==> config.mk <==
export PLATFORM = sky130hd
export DESIGN_NAME = sync_tip_inserter
export DESIGN_NICKNAME = d
export VERILOG_FILES = /design/src/rtl/stn_pkg.sv /design/src/rtl/stn_defaults.sv /design/src/rtl/stn_nib_ser.sv /design/src/rtl/stn_bus_mux.sv /design/src/rtl/sync_tip_inserter.sv
export SDC_FILE = /design/constraint.sdc
export NUM_CORES = 1
export LEC_CHECK = 0
export BUFFER_PORTS_ARGS = -buffer_cell sky130_fd_sc_hd__buf_2
export CORE_UTILIZATION = 35
export CTS_CLUSTER_SIZE = 16
export DETAILED_ROUTE_END_ITERATION = 7
export HOLD_SLACK_MARGIN = 0.02
export SETUP_SLACK_MARGIN = 0.4
export SYNTH_ARGS = -nofsm -noshare
export SYNTH_HDL_FRONTEND = slang
export SYNTH_SLANG_ARGS = --single-unit
==> constraint.sdc <==
create_clock -name clk -period 2.2 [get_ports clk]
set_input_delay 0.22 -clock clk [delete_from_list [all_inputs] [get_ports clk]]
set_output_delay 0.22 -clock clk [all_outputs]
set_load 0.01 [all_outputs]
==> src/rtl/stn_pkg.sv <==
package stn_pkg;
    localparam int BUS_W  = 8;
    localparam int NIB_W  = 4;
    localparam int FREQ_W = 32;
    localparam int PH_W   = 16;
    localparam int FID_W  = 4;
    localparam int FMT_N  = 4;
    localparam int FMT_W  = 2;

    // entry i sits at bits [i*W +: W]
    localparam logic [FMT_N*FREQ_W-1:0] DEF_FREQ_TBL =
        {32'h21E6EFE3, 32'h21F69446, 32'h2A098ACB, 32'h21F07C1F};
    localparam logic [FMT_N*PH_W-1:0] DEF_PHASE_TBL =
        {16'hC000, 16'h4000, 16'h8000, 16'h0000};
endpackage

==> src/rtl/stn_defaults.sv <==
module stn_defaults #(
    parameter int FREQ_W = stn_pkg::FREQ_W,
    parameter int PH_W   = stn_pkg::PH_W,
    parameter int FMT_N  = stn_pkg::FMT_N,
    parameter int FMT_W  = stn_pkg::FMT_W,
    parameter logic [FMT_N*FREQ_W-1:0] FREQ_TBL  = stn_pkg::DEF_FREQ_TBL,
    parameter logic [FMT_N*PH_W-1:0]   PHASE_TBL = stn_pkg::DEF_PHASE_TBL
) (
    input  logic [FMT_W-1:0]  fmt_sel,
    output logic [FREQ_W-1:0] def_freq,
    output logic [PH_W-1:0]   def_phase
);
    logic [FREQ_W-1:0] f_tab [FMT_N];
    logic [PH_W-1:0]   p_tab [FMT_N];

    for (genvar g = 0; g < FMT_N; g++) begin : g_tab
        assign f_tab[g] = FREQ_TBL[g*FREQ_W +: FREQ_W];
        assign p_tab[g] = PHASE_TBL[g*PH_W +: PH_W];
    end

    always_comb begin
        def_freq  = f_tab[0];
        def_phase = p_tab[0];
        for (int i = 0; i < FMT_N; i++) begin
            if (int'(fmt_sel) == i) begin
                def_freq  = f_tab[i];
                def_phase = p_tab[i];
            end
        end
    end
endmodule

==> src/rtl/stn_nib_ser.sv <==
module stn_nib_ser #(
    parameter int PKT_W = 52,
    parameter int NIB_W = stn_pkg::NIB_W
) (
    input  logic             clk,
    input  logic             rst_n,
    input  logic             px_en,
    input  logic             tip_win,
    input  logic [PKT_W-1:0] pkt,
    output logic             nib_act,
    output logic [NIB_W-1:0] nib
);
    localparam int NIBS  = PKT_W / NIB_W;
    localparam int CNT_W = $clog2(NIBS + 1);

    typedef struct packed {
        logic             tip;
        logic [PKT_W-1:0] sh;
        logic [CNT_W-1:0] left;
    } ser_st_t;

    ser_st_t st_d, st_q;
    logic    start;

    always_comb begin
        st_d    = st_q;
        nib_act = 1'b0;
        nib     = '0;
        start   = tip_win && !st_q.tip;

        if (start) begin
            nib_act = 1'b1;
            nib     = pkt[PKT_W-1 -: NIB_W];
        end else if (tip_win && st_q.left != '0) begin
            nib_act = 1'b1;
            nib     = st_q.sh[PKT_W-1 -: NIB_W];
        end

        if (px_en) begin
            st_d.tip = tip_win;
            if (start) begin
                st_d.sh   = pkt << NIB_W;
                st_d.left = CNT_W'(NIBS - 1);
            end else if (nib_act) begin
                st_d.sh   = st_q.sh << NIB_W;
                st_d.left = st_q.left - 1'b1;
            end else if (!tip_win) begin
                st_d.left = '0;
            end
        end
    end

    always_ff @(posedge clk or negedge rst_n) begin
        if (!rst_n) begin
            st_q <= '0;
        end else begin
            st_q <= st_d;
        end
    end

    AST_LOAD_FULL: assert property (@(posedge clk) disable iff (!rst_n)
        px_en && tip_win && !st_q.tip |=> st_q.left == CNT_W'(NIBS - 1));
    AST_LEFT_BOUND: assert property (@(posedge clk) disable iff (!rst_n)
        st_q.left <= CNT_W'(NIBS - 1));
    AST_DROP_ON_CLOSE: assert property (@(posedge clk) disable iff (!rst_n)
        px_en && !tip_win |=> st_q.left == '0);
    AST_HOLD_IDLE: assert property (@(posedge clk) disable iff (!rst_n)
        !px_en |=> $stable(st_q.left) && $stable(st_q.sh));
endmodule

==> src/rtl/stn_bus_mux.sv <==
module stn_bus_mux #(
    parameter int BUS_W = stn_pkg::BUS_W,
    parameter int NIB_W = stn_pkg::NIB_W
) (
    input  logic             clk,
    input  logic             rst_n,
    input  logic             px_en,
    input  logic [BUS_W-1:0] smp,
    input  logic             nib_act,
    input  logic [NIB_W-1:0] nib,
    output logic [BUS_W-1:0] vout,
    output logic             vout_ld
);
    typedef struct packed {
        logic [BUS_W-1:0] bus;
        logic             ld;
    } mux_st_t;

    mux_st_t st_d, st_q;

    always_comb begin
        st_d    = st_q;
        st_d.ld = px_en;
        if (px_en) begin
            st_d.bus = nib_act ? BUS_W'(nib) : smp;
        end
    end

    always_ff @(posedge clk or negedge rst_n) begin
        if (!rst_n) begin
            st_q <= '0;
        end else begin
            st_q <= st_d;
        end
    end

    assign vout    = st_q.bus;
    assign vout_ld = st_q.ld;

    AST_HIGH_ZERO: assert property (@(posedge clk) disable iff (!rst_n)
        px_en && nib_act |=> vout[BUS_W-1:NIB_W] == '0);
    AST_PASS_SAMPLE: assert property (@(posedge clk) disable iff (!rst_n)
        px_en && !nib_act |=> vout == $past(smp));
    AST_GAP_HOLD: assert property (@(posedge clk) disable iff (!rst_n)
        !px_en |=> $stable(vout) && !vout_ld);
endmodule

==> src/rtl/sync_tip_inserter.sv <==
module sync_tip_inserter #(
    parameter int BUS_W  = stn_pkg::BUS_W,
    parameter int NIB_W  = stn_pkg::NIB_W,
    parameter int FREQ_W = stn_pkg::FREQ_W,
    parameter int PH_W   = stn_pkg::PH_W,
    parameter int FID_W  = stn_pkg::FID_W,
    parameter int FMT_N  = stn_pkg::FMT_N,
    parameter int FMT_W  = stn_pkg::FMT_W
) (
    input  logic              clk,
    input  logic              rst_n,
    input  logic              px_en,
    input  logic [BUS_W-1:0]  smp_in,
    input  logic              tip_win,
    input  logic              vid_ok,
    input  logic [FMT_W-1:0]  fmt_sel,
    input  logic [FREQ_W-1:0] trk_freq,
    input  logic [PH_W-1:0]   trk_phase,
    input  logic [FID_W-1:0]  trk_fid,
    output logic [BUS_W-1:0]  vout,
    output logic              vout_ld
);
    localparam int PKT_W = FREQ_W + PH_W + FID_W;

    logic [FREQ_W-1:0] def_freq;
    logic [PH_W-1:0]   def_phase;
    logic [PKT_W-1:0]  pkt;
    logic              nib_act;
    logic [NIB_W-1:0]  nib;

    stn_defaults #(
        .FREQ_W(FREQ_W), .PH_W(PH_W), .FMT_N(FMT_N), .FMT_W(FMT_W)
    ) u_defaults (
        .fmt_sel  (fmt_sel),
        .def_freq (def_freq),
        .def_phase(def_phase)
    );

    // source picked here, captured by the serializer on the first tip tick
    assign pkt = vid_ok ? {trk_freq, trk_phase, trk_fid}
                        : {def_freq, def_phase, FID_W'(0)};

    stn_nib_ser #(.PKT_W(PKT_W), .NIB_W(NIB_W)) u_ser (
        .clk    (clk),
        .rst_n  (rst_n),
        .px_en  (px_en),
        .tip_win(tip_win),
        .pkt    (pkt),
        .nib_act(nib_act),
        .nib    (nib)
    );

    stn_bus_mux #(.BUS_W(BUS_W), .NIB_W(NIB_W)) u_mux (
        .clk    (clk),
        .rst_n  (rst_n),
        .px_en  (px_en),
        .smp    (smp_in),
        .nib_act(nib_act),
        .nib    (nib),
        .vout   (vout),
        .vout_ld(vout_ld)
    );

    AST_RESET_QUIET: assert property (@(posedge clk)
        !rst_n |-> vout == '0 && !vout_ld);
endmodule

; After elaboration in Yosys (flattened, before gate mapping)
; Index checks and enable logic that the tools add are counted.
[word_totals]
register_bits = 66
inputBits = 67
wordCells = 33
output_inout_bits = 9
[classes]
n_addsub = 1
n_eq_ne = 4
mux = 16
n_reduce_logical = 7
[op_table]
columns = operator, count
row1 = $mux 52, 2
row2 = $mux 28, 3
row3 = $mux 56, 1
row4 = $mux 16, 3
row5 = $mux 4, 4
row6 = $mux 8, 1
row7 = $eq 2x2->1 const B, 2
row8 = $reduce_and 2->1, 2
row9 = $reduce_bool 4->1, 1
row10 = $sub 4x1->4 const B, 1
row11 = $ne 3x1->1 const B, 1
row12 = $eq 2x1->1 const B, 1
row13 = $logic_and 1x1->1, 2
row14 = $mux 1, 2
row15 = $reduce_bool 2->1, 1
row16 = $logic_not 1->1, 1

; Longest topological paths before layout
[depth]
word_depth = 7
ltp_mapped = 7
depth_no_buf = 5

; Hierarchy
; A second synthesis with hierarchy kept.
[hier_totals]
hier_cells = 396
hier_area_um2 = 4290.4
[by_module_without_submodules]
columns = module, n_inst, seq_area_each_um2, area_per_inst_um2, cells_per_inst
row1 = stn_nib_ser, 1, 1326.3, 2618.8, 245
row2 = sync_tip_inserter, 1, 0.0, 840.8, 58
row3 = stn_defaults, 1, 0.0, 427.9, 57
row4 = stn_bus_mux, 1, 225.2, 402.9, 36

; Worst setup path after synthesis
; No wires, ideal clock.
[synth_timing]
kind = reg-to-reg
start = reg u_ser.st_q[0] in the netlist's numbering
end = reg u_ser.st_q[12] in the netlist's numbering
path_slack_ns = 0.626
required_ns = 2.070
arrival_time_ns = 1.444
n_path_buf = 2
period_less_slack_ns = 1.574
path_stages_with_launch = 8
setup_time_ns = 0.130
path_cell_list = dfrtp_1 inv_1 ha_1 and4bb_1 buf_2 nor2_4 buf_2 a31oi_1
[synth_via]
elab_chain_len = 6
[synth_lines]
columns = element, line_no
row1 = "start, declared", stn_nib_ser.sv:22  ; ser_st_t st_d, st_q;
row2 = "start signal, assigned", stn_nib_ser.sv:57  ; st_q <= st_d;
row3 = $reduce_bool 4->1, stn_nib_ser.sv:34  ; end else if (tip_win && st_q.left != '0) begin
row4 = $logic_and 1x1->1, stn_nib_ser.sv:34
row5 = $mux 1, stn_nib_ser.sv:34
row6 = $mux 1, stn_nib_ser.sv:31  ; if (start) begin
row7 = $reduce_bool 2->1 (no line), --
row8 = $reduce_and 2->1 (no line), --
; Every way passes these cells.
; A chain may end at the register's enable or synchronous reset.

; Worst setup path after layout
[layout_timing]
start = reg u_ser.st_q[0] in the netlist's numbering
end = reg u_ser.st_q[26] in the netlist's numbering
; The elaborated chain is that of the path after synthesis.

==> metrics <==
Vias/cell=5.44; # H-tree levels=3; DP HPWL=6.08 mm; Ys Warns=0; syn_nets=449; Clock transition at path regs=70 ps; total power=3.85 mW; area grow syn2layout=21.7%; CTS tree=built; sequential area share after synthesis=46.5%; Die H=99.6 um; antenna cells=0; DRC Markers=0; final wirelength=9.04 mm; worst path buffer plus inverter count=2; CP max FO=26; fmax=0.609 GHz; die area=9920 um^2; vias in the first global route=2955; #FFs+latches synth=62; count of cell types in the netlist=41; total number of vias=3109; drt wl/cell=15.8 um; Core ar.=9240 um^2; synthesized cell area=3330 um^2; Starting Density=36.1%; cell family with most CP delay=flip-flops; Tmin final=1640 ps; max_cap viols=0; min-delay worst type=in2reg; Slowest Stage Delay on Critical Path=400 ps; count leader, synth=dfrtp_1; Synth area leader=dfrtp_1; antenna viol nets, final=0; Cells after Synth=374; worst slew pin tran=622 ps; initial antenna violation count=0; top post-synthesis cells by area=dfrtp_1 (47%), a31oi_1 (6.2%), nand3_1 (4.7%); CTS buffer count=9; Iter 0 DRT Violations=186; clk root buf=clkbuf_8; final net count=512; nature of the critical path startpoint=flip-flop; Overflow after GRT=0; Worst Skew=9.27 ps; DIE WIDTH=99.6 um; crit path DAT=1840 ps; First-pass DRT Iterations=5; Critical Path RT=2400 ps; GP Congestion=0.796; Rel. slew slack=58.5%; VDD IR max=0.261 mV; final core occ=43.9%; CP max stage cell=dfrtp_1; crit share post-route=74.7%; Leakage Power=1.75 nW; syn avg cell area=8.92 um^2; RSZ-0062 raised after global routing=false; Hold Violations, Final=0; CP Capture Type=flip-flop; largest net degree at the start of global routing=63; first-pass GRT wire length=14.8 mm; Port Buffers=75; synth cell count leaders=dfrtp_1 (62), a31oi_1 (33), nand2_1 (32); commonest register cell after synthesis=dfrtp_1; Post-synth EDFFs=0; # IOs=76; status=complete, no violations; Yosys top cell area share=46.5%; crit-path cells=inv_1, ha_1, and4bb_1, nor2_4, buf_4, a31oi_1; Final Setup Violations=0; critical path class=reg2reg; clk_lat worst skew=340 ps; Hold WS=115 ps; Cell Pwr Density=949 nW/um^2; Fin Setup TNS=0 ps; share of layout cells above drive strength 1=24.4%; Async S/R FF share, synth=100%; Clock Path Buffers=2; gr usage total=19.2%; row cnt=35; max-slew violations=0; CTS sink count=62
## flip-flops by register name (all words and copies together) (netlist names)
register and cells:
u_mux.vout 8, u_mux.vout_ld 1, u_ser.st_q 53
## routing by layer
metal,up-vias,global-route usage [%],part of all wire (%)
li1,1489,-,-
met1,1506,26.8,47
met2,107,30.0,46
met3,7,3.23,5.9
met4,0,6.79,0.90
met5,-,0,0
## tightest hold or removal path, delay by kind of cell
family                 cells  cell delay (ps)
AOI/OAI and AO/OA          1               50
and+or+nand+nor            1               50
buffers and inverters      1              100
## repair_timing
item | 4_1_cts | 5_1_grt
setup endpoints to repair | 0 | 5
resized for setup | 0 | 3
hold buffers | 1 | 0
hold endpoints to repair | 62 | 0
buffers inserted | 0 | 0
## cells in the final DEF (no fill, tap or decap), types with 2 or more instances in the layout
cell type,synthesis,layout
bufinv_16,0,2
nor2b_1,5,4
o2bb2ai_1,4,4
nand4b_1,3,3
clkbuf_1,9,2
o21ai_1,5,5
nand3_1,31,31
clkinv_2,0,2
buf_12,0,2
dfrtp_1,62,62
nor2_1,24,24
o31ai_1,18,18
nand2_1,32,32
nand2b_1,13,13
ha_1,8,8
buf_2,23,75
clkbuf_8,0,10
a211oi_1,16,16
inv_1,6,6
nor3_1,2,2
o21ai_0,27,27
o22ai_1,2,2
buf_4,3,9
a31oi_1,33,33
inv_2,2,2
a21oi_1,27,27
## cell families after synthesis
family	synth area share, %
flops	46.5
compound gates	25.7
fa+ha+maj	3.00
mux	0.300
buf+inv	6.15
simple gates	18.3
## stage by stage
stage / setup slack (ps) / std cells / area (um^2)
floorplan: 626 / 374 / 3330
detailed placement: 523 / 554 / 3820
global route: 424 / 571 / 4060
global placement: 579 / 554 / 3820
CTS: 518 / 571 / 4040
finish: 557 / 571 / 4060
## power by group
part | switching [mW] | internal (mW) | leakage [nW]
clock network | 0.450 | 0.666 | 0.110
logic | 0.581 | 0.435 | 0.904
registers | 0.220 | 1.50 | 0.741
total | 1.25 | 2.60 | 1.75
## area by class of cell
cell class	instances	area, um^2
clock buffers	12	145
clock inverters	4	70.1
fillers	938	5180
inverters	8	30.0
multi-input cells	268	1600
flip-flops and latches	62	1550
well taps	129	161
repair buffers	88	504
## worst paths after layout
path	from	to	cells after the start	slack, ps
setup / recovery	u_ser.st_q[0]	u_ser.st_q[26]	6	560
hold / removal	smp_in[5]	u_mux.vout[5]	3	110
setup reg to reg	u_ser.st_q[0]	u_ser.st_q[26]	6	560
hold reg to reg	u_mux.vout[5]	u_mux.vout[5]	1	480
max in group asynchronous	rst_n	u_ser.st_q[13]	3	1500
min in group asynchronous	rst_n	u_ser.st_q[26]	3	420
No activity file was read; power rests on OpenSTA's default activity.
